**config.mk**
```make
export PLATFORM = sky130hd
export DESIGN_NAME = wdog_timer
export DESIGN_NICKNAME = d
export VERILOG_FILES = /design/src/rtl/wdog_pkg.sv /design/src/rtl/wdog_regs.sv /design/src/rtl/wdog_divider.sv /design/src/rtl/wdog_counter.sv /design/src/rtl/wdog_timer.sv
export SDC_FILE = /design/constraint.sdc
export NUM_CORES = 1
export LEC_CHECK = 0
export BUFFER_PORTS_ARGS = -buffer_cell sky130_fd_sc_hd__buf_2
export CAP_MARGIN = 10
export CORE_MARGIN = 2
export CORE_UTILIZATION = 50
export CTS_CLUSTER_DIAMETER = 60
export DETAILED_ROUTE_END_ITERATION = 7
export PLACE_DENSITY = 0.79
export SETUP_SLACK_MARGIN = 0.2
export SLEW_MARGIN = 20
export SYNTH_ARGS = -nofsm -noshare
export SYNTH_HDL_FRONTEND = slang
export SYNTH_SLANG_ARGS = --single-unit
```
**constraint.sdc**
```tcl
create_clock -name clk_i -period 3.77 [get_ports clk_i]
set_input_delay 0.9425 -clock clk_i [delete_from_list [all_inputs] [get_ports clk_i]]
set_output_delay 0.9425 -clock clk_i [all_outputs]
set_load 0.01 [all_outputs]
```
**src/rtl/wdog_pkg.sv**
```systemverilog
package wdog_pkg;
  localparam int unsigned OFS_CTRL = 32'h0;
  localparam int unsigned OFS_RLD  = 32'h4;
  localparam int unsigned OFS_CNT  = 32'h8;
  localparam int unsigned OFS_ICLR = 32'hC;

  localparam int unsigned RSTEN_BIT = 0;
  localparam int unsigned INTEN_BIT = 2;
  localparam int unsigned SEL_LSB   = 3;
  localparam int unsigned RUN_BIT   = 5;
  localparam int unsigned PRE_LSB   = 8;

  localparam int unsigned BASE_DIV_LOG2 = 4;
endpackage

```
**src/rtl/wdog_regs.sv**
```systemverilog
module wdog_regs
  import wdog_pkg::*;
#(
  parameter int unsigned DATA_W = 32,
  parameter int unsigned ADDR_W = 4,
  parameter int unsigned CNT_W  = 16,
  parameter int unsigned PRE_W  = 8,
  parameter int unsigned SEL_W  = 2
) (
  input  logic              clk_i,
  input  logic              rst_ni,
  input  logic              sel_i,
  input  logic              wr_i,
  input  logic [ADDR_W-1:0] addr_i,
  input  logic [DATA_W-1:0] wdata_i,
  input  logic [CNT_W-1:0]  cnt_i,
  output logic [DATA_W-1:0] rdata_o,
  output logic              run_o,
  output logic              rst_en_o,
  output logic              int_en_o,
  output logic [PRE_W-1:0]  presc_o,
  output logic [SEL_W-1:0]  sel_o,
  output logic [CNT_W-1:0]  reload_o,
  output logic              cnt_wr_o,
  output logic [CNT_W-1:0]  cnt_wdata_o,
  output logic              rld_wr_o,
  output logic              clr_wr_o
);
  localparam logic [PRE_W-1:0] PRE_RST = PRE_W'(1) << (PRE_W - 1);
  localparam logic [CNT_W-1:0] RLD_RST = CNT_W'(1) << (CNT_W - 1);

  logic wr_en, ctrl_hit, rld_hit, cnt_hit, clr_hit;

  assign wr_en    = sel_i && wr_i;
  assign ctrl_hit = addr_i == ADDR_W'(OFS_CTRL);
  assign rld_hit  = addr_i == ADDR_W'(OFS_RLD);
  assign cnt_hit  = addr_i == ADDR_W'(OFS_CNT);
  assign clr_hit  = addr_i == ADDR_W'(OFS_ICLR);

  assign cnt_wr_o    = wr_en && cnt_hit;
  assign cnt_wdata_o = wdata_i[CNT_W-1:0];
  assign rld_wr_o    = wr_en && rld_hit;
  assign clr_wr_o    = wr_en && clr_hit;

  always_ff @(posedge clk_i or negedge rst_ni) begin
    if (!rst_ni) begin
      run_o    <= 1'b1;
      rst_en_o <= 1'b1;
      int_en_o <= 1'b0;
      sel_o    <= '0;
      presc_o  <= PRE_RST;
    end else if (wr_en && ctrl_hit) begin
      run_o    <= wdata_i[RUN_BIT];
      rst_en_o <= wdata_i[RSTEN_BIT];
      int_en_o <= wdata_i[INTEN_BIT];
      sel_o    <= wdata_i[SEL_LSB +: SEL_W];
      presc_o  <= wdata_i[PRE_LSB +: PRE_W];
    end
  end

  // reload is locked unless fully disarmed
  always_ff @(posedge clk_i or negedge rst_ni) begin
    if (!rst_ni) begin
      reload_o <= RLD_RST;
    end else if (rld_wr_o && !run_o && !rst_en_o) begin
      reload_o <= wdata_i[CNT_W-1:0];
    end
  end

  always_comb begin
    rdata_o = '0;
    if (ctrl_hit) begin
      rdata_o[RUN_BIT]               = run_o;
      rdata_o[RSTEN_BIT]             = rst_en_o;
      rdata_o[INTEN_BIT]             = int_en_o;
      rdata_o[SEL_LSB +: SEL_W]      = sel_o;
      rdata_o[PRE_LSB +: PRE_W]      = presc_o;
    end else if (rld_hit) begin
      rdata_o[CNT_W-1:0] = reload_o;
    end else if (cnt_hit) begin
      rdata_o[CNT_W-1:0] = cnt_i;
    end
  end

  logic unused_wdata;
  assign unused_wdata = ^wdata_i;
endmodule

```
**src/rtl/wdog_divider.sv**
```systemverilog
module wdog_divider
  import wdog_pkg::*;
#(
  parameter int unsigned PRE_W = 8,
  parameter int unsigned SEL_W = 2
) (
  input  logic             clk_i,
  input  logic             rst_ni,
  input  logic             run_i,
  input  logic             restart_i,
  input  logic [PRE_W-1:0] presc_i,
  input  logic [SEL_W-1:0] sel_i,
  output logic             tick_o
);
  localparam int unsigned DIV_W = BASE_DIV_LOG2 + (1 << SEL_W) - 1;

  logic [PRE_W-1:0] pre_q;
  logic [DIV_W-1:0] div_q;
  logic [DIV_W-1:0] mask;
  logic             pre_tick;

  assign pre_tick = run_i && (pre_q == presc_i);

  always_comb begin
    for (int i = 0; i < DIV_W; i++) begin
      mask[i] = i < (BASE_DIV_LOG2 + int'(sel_i));
    end
  end

  always_ff @(posedge clk_i or negedge rst_ni) begin
    if (!rst_ni) begin
      pre_q <= '0;
    end else if (restart_i) begin
      pre_q <= '0;
    end else if (run_i) begin
      pre_q <= pre_tick ? '0 : pre_q + 1'b1;
    end
  end

  // power-of-two stage: free-running, masked compare picks the ratio
  always_ff @(posedge clk_i or negedge rst_ni) begin
    if (!rst_ni) begin
      div_q <= '0;
    end else if (restart_i) begin
      div_q <= '0;
    end else if (pre_tick) begin
      div_q <= div_q + 1'b1;
    end
  end

  assign tick_o = pre_tick && ((div_q & mask) == mask) && !restart_i;
endmodule

```
**src/rtl/wdog_counter.sv**
```systemverilog
module wdog_counter #(
  parameter int unsigned CNT_W = 16
) (
  input  logic             clk_i,
  input  logic             rst_ni,
  input  logic             load_i,
  input  logic [CNT_W-1:0] load_val_i,
  input  logic             tick_i,
  input  logic [CNT_W-1:0] reload_i,
  output logic [CNT_W-1:0] cnt_o,
  output logic             expire_o
);
  localparam logic [CNT_W-1:0] CNT_RST = CNT_W'(1) << (CNT_W - 1);

  assign expire_o = tick_i && !load_i && (cnt_o == '0);

  always_ff @(posedge clk_i or negedge rst_ni) begin
    if (!rst_ni) begin
      cnt_o <= CNT_RST;
    end else if (load_i) begin
      cnt_o <= load_val_i;
    end else if (expire_o) begin
      cnt_o <= reload_i;
    end else if (tick_i) begin
      cnt_o <= cnt_o - 1'b1;
    end
  end
endmodule

```
**src/rtl/wdog_timer.sv**
```systemverilog
module wdog_timer #(
  parameter int unsigned DATA_W = 32,
  parameter int unsigned ADDR_W = 4,
  parameter int unsigned CNT_W  = 16,
  parameter int unsigned PRE_W  = 8,
  parameter int unsigned SEL_W  = 2
) (
  input  logic              clk_i,
  input  logic              rst_ni,
  input  logic              sel_i,
  input  logic              wr_i,
  input  logic [ADDR_W-1:0] addr_i,
  input  logic [DATA_W-1:0] wdata_i,
  output logic [DATA_W-1:0] rdata_o,
  output logic              irq_o,
  output logic              rst_req_o
);
  logic             run_w, rst_en_w, int_en_w;
  logic [PRE_W-1:0] presc_w;
  logic [SEL_W-1:0] sel_w;
  logic [CNT_W-1:0] reload_w, cnt_w, cnt_wdata_w;
  logic             cnt_wr_w, rld_wr_w, clr_wr_w;
  logic             tick_w, expire_w;

  wdog_regs #(
    .DATA_W(DATA_W), .ADDR_W(ADDR_W), .CNT_W(CNT_W), .PRE_W(PRE_W), .SEL_W(SEL_W)
  ) u_regs (
    .clk_i      (clk_i),
    .rst_ni     (rst_ni),
    .sel_i      (sel_i),
    .wr_i       (wr_i),
    .addr_i     (addr_i),
    .wdata_i    (wdata_i),
    .cnt_i      (cnt_w),
    .rdata_o    (rdata_o),
    .run_o      (run_w),
    .rst_en_o   (rst_en_w),
    .int_en_o   (int_en_w),
    .presc_o    (presc_w),
    .sel_o      (sel_w),
    .reload_o   (reload_w),
    .cnt_wr_o   (cnt_wr_w),
    .cnt_wdata_o(cnt_wdata_w),
    .rld_wr_o   (rld_wr_w),
    .clr_wr_o   (clr_wr_w)
  );

  wdog_divider #(.PRE_W(PRE_W), .SEL_W(SEL_W)) u_div (
    .clk_i    (clk_i),
    .rst_ni   (rst_ni),
    .run_i    (run_w),
    .restart_i(cnt_wr_w),
    .presc_i  (presc_w),
    .sel_i    (sel_w),
    .tick_o   (tick_w)
  );

  wdog_counter #(.CNT_W(CNT_W)) u_cnt (
    .clk_i     (clk_i),
    .rst_ni    (rst_ni),
    .load_i    (cnt_wr_w),
    .load_val_i(cnt_wdata_w),
    .tick_i    (tick_w),
    .reload_i  (reload_w),
    .cnt_o     (cnt_w),
    .expire_o  (expire_w)
  );

  always_ff @(posedge clk_i or negedge rst_ni) begin
    if (!rst_ni) begin
      rst_req_o <= 1'b0;
    end else begin
      rst_req_o <= expire_w && run_w && rst_en_w;
    end
  end

  // set wins over a same-cycle clear
  always_ff @(posedge clk_i or negedge rst_ni) begin
    if (!rst_ni) begin
      irq_o <= 1'b0;
    end else if (expire_w && int_en_w) begin
      irq_o <= 1'b1;
    end else if (clr_wr_w) begin
      irq_o <= 1'b0;
    end
  end
endmodule

```
==> results.md, run 1 <==
* Number of distinct library cells after synthesis at 42
* Final hold vios at 0
* CTS Hold Bufs at 0
* Post-Synthesis Cells at 368
* # DRC at 0
* # rows at 30
* CTS tree: built
* Grt total ovfl at 0
* Post-Layout Inst Area at 0.00403 mm2
* IR Drop Worst-Case VDD at 0.268 mV
* LEAKAGE at 1.88 nW
* Most area-consuming cells after synthesis: dfrtp_1 40%, mux2_2 8.9%, nor2_1 4.3%
* Post-synth EDFFs at 0
* Die Area at 0.00779 mm2
* Worst-path clk slew at 70 ps
* Slowest stage cell, crit path: a222oi_1
* Clk buf depth at 2
* Overall power at 2.16 mW
* Clk_lat worst skew at 350 ps
* RSZ-0062 raised after global routing: false
* # nets final at 452
* FF+latch count, synth at 62
* Final setup fails at 0
* Gr usage total at 0.231
* CP dominant cell by count: buf_2
* DP Area at 0.00380 mm2
* Core area at 0.00683 mm2
* Top achievable clock speed at 323 MHz
* Slew Viols, Final at 0
* Post-cts sizing count at 0
* Number of global-route vias before repair at 2891
* Actual slew at the worst max-slew pin at 753 ps
* Global-route wire length before repair at 13700 um
* RePlAce Congestion at 0.849
* Most common cell in the netlist: dfrtp_1
* Crit path required time at 2830 ps
* Final ANT Viol Nets at 0
* Via count at 2906
* Setup crit start kind: input pin
* Drt total wl at 8360 um
* Number of DRC markers in iteration 0 at 283
* Mapped Area at 0.00355 mm2
* Die outline height at 88.3 um
* Slew headroom at 0.498
* Initial core utilization at 0.520
* Synth warn at 0
* Die width at 88.3 um
* H-tree depth at 3
* Layout cell share with drive strength beyond 1 at 0.256
* CP Cell Sequence: buf_2 -> nor3_1 -> and2_1 -> buf_4 -> a222oi_1 -> inv_1 -> buf_2
* Post-synth ARST share at 1.00
* Tmin final at 3090 ps
* Seq/Total Area, Yosys at 0.439
* Setup Skew at 10.9 ps
* Initial antenna violation count at 0
* Area leader, netlist: dfrtp_1
* Final HPWL DP at 5730 um
* Crit path kind: input pin to output port
* Maximum number of pins on one net before global-route repair at 34
* Postcts setup bufs at 0
* Sum Neg Setup Slack at 0 ps
* First-pass iteration count of the detailed router at 7
* CTS Root Cell: clkbuf_8
* Syn_area_per_cell at 9.65 um2
* Via density at 5.70
* Crit. End Element: output port
* # fillers at 638
* Crit-path max FO at 16
* Top-Level Pins at 74
* Max-Cap Viols at 0
* Clock Sinks at 62
* IO buf count at 41
* Final cell count without fillers at 510
* Top_reg_cell synth: dfrtp_1
* Placed Cells at 494
* Synth-to-layout area growth at 13.5%
* Outcome: completed
* Critical Path AT at 2150 ps
* Yosys top cell area share at 0.402
* Hold Path Class: register to register
* Synth top cells by count: 57 x dfrtp_1, 41 x nor2_1, 33 x nand2_1, 28 x mux2_2, 19 x inv_1
* Final worst-path setup slack at 677 ps
* Critical path's largest stage delay at 430 ps
* Pwr Density at 536 mW/mm2
* Antenna diode count at 0
* Fin crit share at 0.820
* DR WL/cell at 16.4 um
* Dpl ws at 694 ps
* Total CTS buffers at 9
layout by cell type, fill, tap and decap left out, drive strengths merged, types with 4 or more instances in the layout:
cell type / n
xnor2: 14
nand4: 8
mux2: 28
dfstp: 5
a21oi: 11
a31oi: 9
buf: 49
nand3: 7
and3: 5
inv: 19
mux2i: 5
a222oi: 13
conb: 16
nor2: 42
o31ai: 4
xor2: 14
nor3: 7
nor4: 5
nand2: 33
dfrtp: 57
o21ai: 18
clkbuf: 12
and2: 5
cell families (layout without fill, tap and decap cells):
kind of cell	after synthesis	after routing	synth area share
compound gates	66	66	0.128
xor+xnor	28	28	0.0691
mux	33	33	0.103
flops	62	62	0.439
other cells	1	16	0.00106
fa+ha+maj	3	3	0.0106
simple gates	122	122	0.174
buf+inv	53	84	0.0751
worst max-delay path: cells and delay by family:
| family | cells | cell delay (ps) |
|---|---|---|
| AND/OR/NAND/NOR | 2 | 220 |
| buffers and inverters | 4 | 550 |
| AO/OA/AOI/OAI | 1 | 430 |
report_power, final:
part           leakage [nW]  total (mW)  internal, mW  switching, mW
Clock                 0.116       0.669         0.406          0.262
Sequential            0.751        1.05         0.838          0.213
Combinational          1.01       0.439         0.226          0.213
sequential cells by signal, indices dropped and copies added, names as in the netlist:
name	count
u_cnt.cnt_o	16
u_regs.reload_o	16
u_div.pre_q	8
u_regs.presc_o	8
u_div.div_q	7
u_regs.sel_o	2
irq_o	1
rst_req_o	1
u_regs.int_en_o	1
u_regs.rst_en_o	1
u_regs.run_o	1
path summary, 6_finish.rpt:
| path | endpoint | from | slack (ps) | cells past startpoint |
|---|---|---|---|---|
| min in group asynchronous | u_div.pre_q[3] | rst_ni | 620 | 1 |
| setup reg to reg | u_cnt.cnt_o[8] | u_div.pre_q[0] | 1070 | 7 |
| setup / recovery | rdata_o[5] | addr_i[1] | 680 | 7 |
| hold reg to reg | rst_req_o | u_regs.rst_en_o | 520 | 2 |
| max in group asynchronous | u_regs.reload_o[15] | rst_ni | 2220 | 2 |
| hold / removal | rst_req_o | u_regs.rst_en_o | 520 | 2 |
metal layers:
metal | GRT usage | vias up | wire length (um)
li1 | - | 1358 | -
met1 | 0.323 | 1420 | 3820
met2 | 0.358 | 121 | 3920
met3 | 0.0606 | 7 | 535
met4 | 0.0661 | 0 | 75
met5 | 0 | - | 0
final cells by class:
class,instances,area (um2),share of cell area
inverter,19,71.3,0.0177
tap,96,120,0.0298
clock inverter,4,70.1,0.0174
multi-input combinational,268,1790,0.444
sequential,62,1560,0.387
clock buffer,12,155,0.0385
timing repair buffer,49,265,0.0658
per-stage QoR:
stage / util / hold WS [ps]
global route: 0.590 / 540
finish: 0.590 / 523
global placement: 0.557 / 511
CTS: 0.590 / 523
detailed placement: 0.557 / 512
floorplan: - / 486
Note: power is estimated with default switching activity, not from simulation.
==> run 2: changes to the inputs <==
- clock period: 3.77 -> 2.9 ns (I/O delays scaled with it)
==> run 2 against run 1 <==
Compared with the run above:
- core utilization rose by 0.62 points
- final area rose by 1.1%
- largest power group unchanged
- critical path depth did not move
- power rose by 26%
- combinational power rose by 30%
- hold slack got worse by 150 ps
==> results.md, run 2 (synthesized netlist as in run 1, its figures left out) <==
* Actual slew at the worst max-slew pin at 508 ps (was 753 ps)
* Top achievable clock speed at 382 MHz
* Pwr Density at 667 mW/mm2 (was 536 mW/mm2)
* # rows at 30 (unchanged)
* Total CTS buffers at 9 (unchanged)
* Max-Cap Viols at 0 (unchanged)
* Setup Skew at 10.6 ps (was 10.9 ps)
* # fillers at 593 (was 638)
* Crit path required time at 2170 ps (was 2830 ps)
* DR WL/cell at 16.6 um (was 16.4 um)
* Area taken by multi-input logic gates at 0.00179 mm2 (unchanged)
* Tmin final at 2620 ps
* Most common cell after layout, fill and taps aside: dfrtp_1 (unchanged)
* Clk buf depth at 2 (unchanged)
* Crit. End Element: output port (unchanged)
* RR Startpoint: u_cnt.cnt_o[0] (was u_div.pre_q[0])
* IO buf count at 41 (unchanged)
* GR peak layer: met2 (unchanged)
* Global-route wire length before repair at 14000 um (was 13700 um)
* CTS tree: built (unchanged)
* Sum Neg Setup Slack at 0 ps (unchanged)
* Number of DRC markers in iteration 0 at 375 (was 283)
* Critical Path AT at 1890 ps (was 2150 ps)
* Clk_lat worst skew at 340 ps (was 350 ps)
* Drt total wl at 8570 um (was 8360 um)
* Core area at 0.00683 mm2 (unchanged)
* Met2 Usage GRT at 0.376 (was 0.358)
* Most frequent cells in the layout: 57 x dfrtp_1, 41 x nor2_1, 39 x buf_2 (was 57 x dfrtp_1, 41 x nor2_1, 41 x buf_2)
* Hold Path Class: input pin to asynchronous set/reset pin (was register to register)
* Initial core utilization at 0.520 (unchanged)
* Via density at 5.81 (was 5.70)
* Slew headroom at 0.660 (was 0.498)
* Die Area at 0.00779 mm2 (unchanged)
* Crit path kind: input pin to output port (unchanged)
* Antenna diode count at 0 (unchanged)
* Slew Viols, Final at 0 (unchanged)
* RePlAce Congestion at 0.858 (was 0.849)
* Outcome: completed (unchanged)
* Fin crit share at 0.902
* Final ANT Viol Nets at 0 (unchanged)
* Layout cell share with drive strength beyond 1 at 0.264 (was 0.256)
* First-pass iteration count of the detailed router at 5 (was 7)
* Final setup fails at 0 (unchanged)
* LEAKAGE at 1.90 nW (was 1.88 nW)
* Worst-path clk slew at 60 ps (was 70 ps)
* Setup crit start kind: input pin (unchanged)
* Synth-to-layout area growth at 14.7% (was 13.5%)
* IR Drop Worst-Case VDD at 0.332 mV (was 0.268 mV)
* Worst r2r dst: u_cnt.cnt_o[1] (was u_cnt.cnt_o[8])
* Final core utilization at 0.596 (was 0.590)
* Via count at 2996 (was 2906)
* Top-Level Pins at 74 (unchanged)
* Number of global-route vias before repair at 2814 (was 2891)
* Post-Layout Inst Area at 0.00407 mm2 (was 0.00403 mm2)
* # nets final at 458 (was 452)
* M1 GR Usage at 0.322 (was 0.323)
* Clock Sinks at 62 (unchanged)
* H-tree depth at 3 (unchanged)
* GRT met3 Usage at 0.0457 (was 0.0606)
* Die outline height at 88.3 um (unchanged)
* CTS Hold Bufs at 0 (unchanged)
* DP Area at 0.00386 mm2 (was 0.00380 mm2)
* Overall power at 2.72 mW (was 2.16 mW)
* Register area at 0.00156 mm2 (unchanged)
* Crit-path max FO at 6 (was 16)
* Top flop regs: u_cnt.cnt_o x16, u_regs.reload_o x16 (unchanged)
* RSZ-0062 raised after global routing: false (unchanged)
* Final hold vios at 0 (unchanged)
* Initial antenna violation count at 0 (unchanged)
* Reg2reg setup slack at 510 ps (was 1070 ps)
* Grt total ovfl at 0 (unchanged)
* Final HPWL DP at 5760 um (was 5730 um)
* Die width at 88.3 um (unchanged)
* Maximum number of pins on one net before global-route repair at 63 (was 34)
* # DRC at 0 (unchanged)
* Gr usage total at 0.235 (was 0.231)
* CTS Root Cell: clkbuf_8 (unchanged)
* Worst Reg-to-Reg Cells at 9 (was 7)
[run 2: stage by stage]
stage / hold WS, ps / std cells / setup slack (ps)
after global routing: 399 / 516 / 201
after floorplan: 429 / 383 / 382
after global placement: 511 / 500 / 267
final: 375 / 516 / 284
after CTS: 398 / 516 / 255
after detailed placement: 515 / 500 / 261
[run 2: worst max path at each step]
stage | from | end | cells past startpoint
floorplan | addr_i[2] | rdata_o[14] | 6
global placement | addr_i[2] | rdata_o[9] | 7
detailed placement | addr_i[2] | rdata_o[9] | 7
CTS | addr_i[2] | rdata_o[9] | 7
global route | addr_i[0] | rdata_o[5] | 7
finish | addr_i[0] | rdata_o[5] | 7
[run 2: timing repair]
item                       in CTS  in global routing
setup endpoints to repair       0                  3
setup buffers                   0                  0
gates resized for setup         0                  3
[run 2: critical path: stages]
cell and delay [ps]:
buf_2 140, nor3_1 70, and2_1 180, buf_4 170, a222oi_1 380, inv_1 80
buf_2 150
[run 2: layout make-up]
type | instances | share of cell area
well taps | 96 | 0.0295
multi-input cells | 268 | 0.440
clock buffers | 13 | 0.0390
flip-flops and latches | 62 | 0.382
repair buffers | 55 | 0.0814
inverters | 19 | 0.0175
clock inverters | 3 | 0.0104
[run 2: layer usage]
metal / share of wire / up-vias
li1: - / 1371
met1: 0.45 / 1471
met2: 0.48 / 136
met3: 0.063 / 18
met4: 0.015 / 0
met5: 0 / -
[run 2: power breakdown]
| group | switching [mW] | internal [mW] |
|---|---|---|
| Sequential | 0.280 | 1.09 |
| Clock | 0.335 | 0.443 |
| Combinational | 0.272 | 0.298 |
| Total | 0.887 | 1.83 |
==> run 3: changes to the inputs <==
- ABC_AREA: default -> 1
- PLACE_DENSITY: 0.79 -> 0.78
==> run 3 against run 2 <==
Compared with the run above:
- highest routed layer unchanged
- synthesized cell count up 51%
- final area is 11% higher
- sequential cell count unchanged
- worst setup slack got worse by 22 ps
- non-clock buffer count fell by 4
- global-route usage up 0.31 points
- die area increased by 13%
==> results.md, run 3 <==
* Met2 Usage GRT at 0.370 (was 0.376)
* Post-Synth Adder-Cell Area at 0.00927 (was 0.0106)
* Worst-path clk slew at 70 ps (was 60 ps)
* Drt total wl at 9860 um (was 8570 um)
* DR WL/cell at 13.9 um (was 16.6 um)
* Clk buf depth at 2 (unchanged)
* First-pass iteration count of the detailed router at 5 (unchanged)
* Global-route wire length before repair at 16400 um (was 14000 um)
* RePlAce Congestion at 0.884 (was 0.858)
* Sum Neg Setup Slack at 0 ps (unchanged)
* Synth warn at 0 (unchanged)
* Post-synth EDFFs at 0 (unchanged)
* Actual slew at the worst max-slew pin at 883 ps (was 508 ps)
* Synth-to-layout area growth at 11.4% (was 14.7%)
* IR Drop Worst-Case VDD at 0.310 mV (was 0.332 mV)
* Final worst-path setup slack at 262 ps (was 284 ps)
* Top delay family on crit path: simple AND/OR/NAND/NOR gates (was buffers and inverters)
* Critical Path AT at 1910 ps (was 1890 ps)
* # rows at 32 (was 30)
* Clock Sinks at 62 (unchanged)
* Yosys top cell area share at 0.352 (was 0.402)
* Most frequent cells in the layout: 184 x nand2_1, 64 x inv_1, 57 x dfrtp_1 (was 57 x dfrtp_1, 41 x nor2_1, 39 x buf_2)
* GR peak layer: met2 (unchanged)
* FF+latch count, synth at 62 (unchanged)
* Top flop regs: u_cnt.cnt_o x16, u_regs.reload_o x16 (unchanged)
* CTS Root Cell: clkbuf_8 (unchanged)
* Most common cell in the netlist: nand2_1 (was dfrtp_1)
* Via count at 3774 (was 2996)
* Antenna diode count at 0 (unchanged)
* Initial core utilization at 0.521 (was 0.520)
* CP dominant cell by count: buf_2 (unchanged)
* H-tree depth at 3 (unchanged)
* Synth Area in Simple Gates at 0.347 (was 0.174)
* Clk_lat worst skew at 350 ps (was 340 ps)
* Maximum number of pins on one net before global-route repair at 35 (was 63)
* Hold Path Class: input pin to asynchronous set/reset pin (unchanged)
* Die Area at 0.00883 mm2 (was 0.00779 mm2)
* Number of DRC markers in iteration 0 at 254 (was 375)
* Post-synth ARST share at 1.00 (unchanged)
* Critical path's largest stage delay at 280 ps (was 380 ps)
* Tmin final at 2640 ps (was 2620 ps)
* Slowest stage cell, crit path: or2_4 (was a222oi_1)
* Dpl ws at 217 ps (was 261 ps)
* IO buf count at 41 (unchanged)
* Final ANT Viol Nets at 0 (unchanged)
* Compound-cell area share of the yosys netlist at 0.0970 (was 0.128)
* Post-synthesis mux area share at 0.00556 (was 0.103)
* CTS Hold Bufs at 0 (unchanged)
* Crit path required time at 2170 ps (about the same)
* CTS tree: built (unchanged)
* Slew headroom at 0.410 (was 0.660)
* Seq/Total Area, Yosys at 0.385 (was 0.439)
* Synth Area in XOR/XNOR at 0.0303 (was 0.0691)
* Fin crit share at 0.910 (was 0.902)
* Number of global-route vias before repair at 3449 (was 2814)
* Final hold vios at 0 (unchanged)
* Top_reg_cell synth: dfrtp_1 (unchanged)
* Initial antenna violation count at 0 (unchanged)
* Core area at 0.00777 mm2 (was 0.00683 mm2)
* Total CTS buffers at 9 (unchanged)
* Die outline height at 94.0 um (was 88.3 um)
* Synth top cells by count: 184 x nand2_1, 66 x inv_1, 57 x dfrtp_1, 36 x o21ai_0, 34 x nor2_1 (was 57 x dfrtp_1, 41 x nor2_1, 33 x nand2_1, 28 x mux2_2, 19 x inv_1)
* Gr usage total at 0.238 (was 0.235)
* Max-Cap Viols at 0 (unchanged)
* RSZ-0062 raised after global routing: false (unchanged)
* Most common cell after layout, fill and taps aside: nand2_1 (was dfrtp_1)
* Crit-path max FO at 10 (was 6)
* Via density at 5.34 (was 5.81)
* Slew Viols, Final at 0 (unchanged)
* Setup Skew at 10.0 ps (was 10.6 ps)
* Syn_area_per_cell at 7.31 um2 (was 9.65 um2)
* Outcome: completed (unchanged)
* GRT met3 Usage at 0.0385 (was 0.0457)
* Crit. End Element: output port (unchanged)
* # fillers at 727 (was 593)
* Final setup fails at 0 (unchanged)
* Pwr Density at 634 mW/mm2 (was 667 mW/mm2)
* M1 GR Usage at 0.331 (was 0.322)
* Top-Level Pins at 74 (unchanged)
* CP Cell Sequence: buf_2 -> or2_4 -> nor3_4 -> buf_4 -> nand2_1 -> o211ai_1 -> buf_2 (was buf_2 -> nor3_1 -> and2_1 -> buf_4 -> a222oi_1 -> inv_1 -> buf_2)
* Worst path bufs/invs at 3 (was 4)
* Final HPWL DP at 7040 um (was 5760 um)
* Grt total ovfl at 0 (unchanged)
* Mapped Area at 0.00405 mm2 (was 0.00355 mm2)
* Largest family of logic cells by synthesized area: simple AND/OR/NAND/NOR gates (unchanged)
* # DRC at 0 (unchanged)
* Area leader, netlist: dfrtp_1 (unchanged)
* Top achievable clock speed at 379 MHz (was 382 MHz)
* Layout cell share with drive strength beyond 1 at 0.198 (was 0.264)
* Post-Synthesis Cells at 554 (was 368)
* LEAKAGE at 2.32 nW (was 1.90 nW)
* # nets final at 643 (was 458)
* Setup crit start kind: input pin (unchanged)
* Crit path kind: input pin to output port (unchanged)
* Most area-consuming cells after synthesis: dfrtp_1 35%, nand2_1 17%, inv_1 6.1% (was dfrtp_1 40%, mux2_2 8.9%, nor2_1 4.3%)
* Final core utilization at 0.581 (was 0.596)
* Number of distinct library cells after synthesis at 42 (unchanged)
* Die width at 94.0 um (was 88.3 um)
[run 3: cell count changes after synthesis, sizes merged, moves of 7 or more]
cell / change
o21ai: +21
nor3: +7
nand2: +161
a222oi: -13
inv: +54
mux2: -26
xnor2: -13
nand3: +33
a31oi: -9
[run 3: logic make-up after synthesis]
kind of cell | after synthesis
buffers and inverters | 104
XOR/XNOR | 14
flip-flops | 62
adder cells (fa/ha/maj) | 3
AO/OA/AOI/OAI | 66
other | 1
multiplexers | 2
AND/OR/NAND/NOR | 302
[run 3: final cells by class]
class,instances,area (um2),area share
Timing Repair Buffer,51,293,0.0649
Multi-Input combinational cell,403,2050,0.455
Clock buffer,12,155,0.0344
Clock inverter,4,45.0,0.00999
Inverter,73,278,0.0616
Tap cell,102,128,0.0283
Sequential cell,62,1560,0.345
[run 3: path summary, 6_finish.rpt]
kind	startpoint	to	slack [ps]	depth (start not counted)
hold / removal	rst_ni	u_div.pre_q[5]	400	1
min in group clk_i	u_regs.reload_o[10]	u_regs.reload_o[10]	490	2
setup reg to reg	u_cnt.cnt_o[0]	u_cnt.cnt_o[0]	720	10
hold reg to reg	u_regs.reload_o[10]	u_regs.reload_o[10]	490	2
setup / recovery	addr_i[1]	rdata_o[4]	260	7
max in group asynchronous	rst_ni	u_regs.run_o	1810	2
[run 3: stage by stage]
| step | cells | hold slack, ps | total power [mW] | area (um2) |
|---|---|---|---|---|
| 2_1_floorplan | 569 | 429 | 1.87 | 4110 |
| 3_3_place_gp | 689 | 469 | 2.04 | 4280 |
| 3_5_place_dp | 689 | 477 | 2.07 | 4280 |
| 4_1_cts | 705 | 432 | 2.86 | 4480 |
| 5_1_grt | 707 | 469 | 3.07 | 4510 |
| 6_report | 707 | 401 | 2.86 | 4510 |
[run 3: layer usage]
layer / part of all wire / wire length [um]
met1: 0.45 / 4430
met5: 0 / 0
met3: 0.077 / 756
met2: 0.46 / 4500
met4: 0.017 / 167
[run 3: where the power goes]
| group | leakage (nW) | internal [mW] | switching [mW] | total [mW] |
|---|---|---|---|---|
| clock | 0.106 | 0.440 | 0.344 | 0.784 |
| combinational | 1.42 | 0.308 | 0.529 | 0.837 |
| sequential | 0.794 | 1.05 | 0.186 | 1.24 |
[run 3: repair_timing]
item / CTS / global route
setup buffers: 0 / 2
resized for setup: 0 / 4
endpoints found under the setup margin: 0 / 14
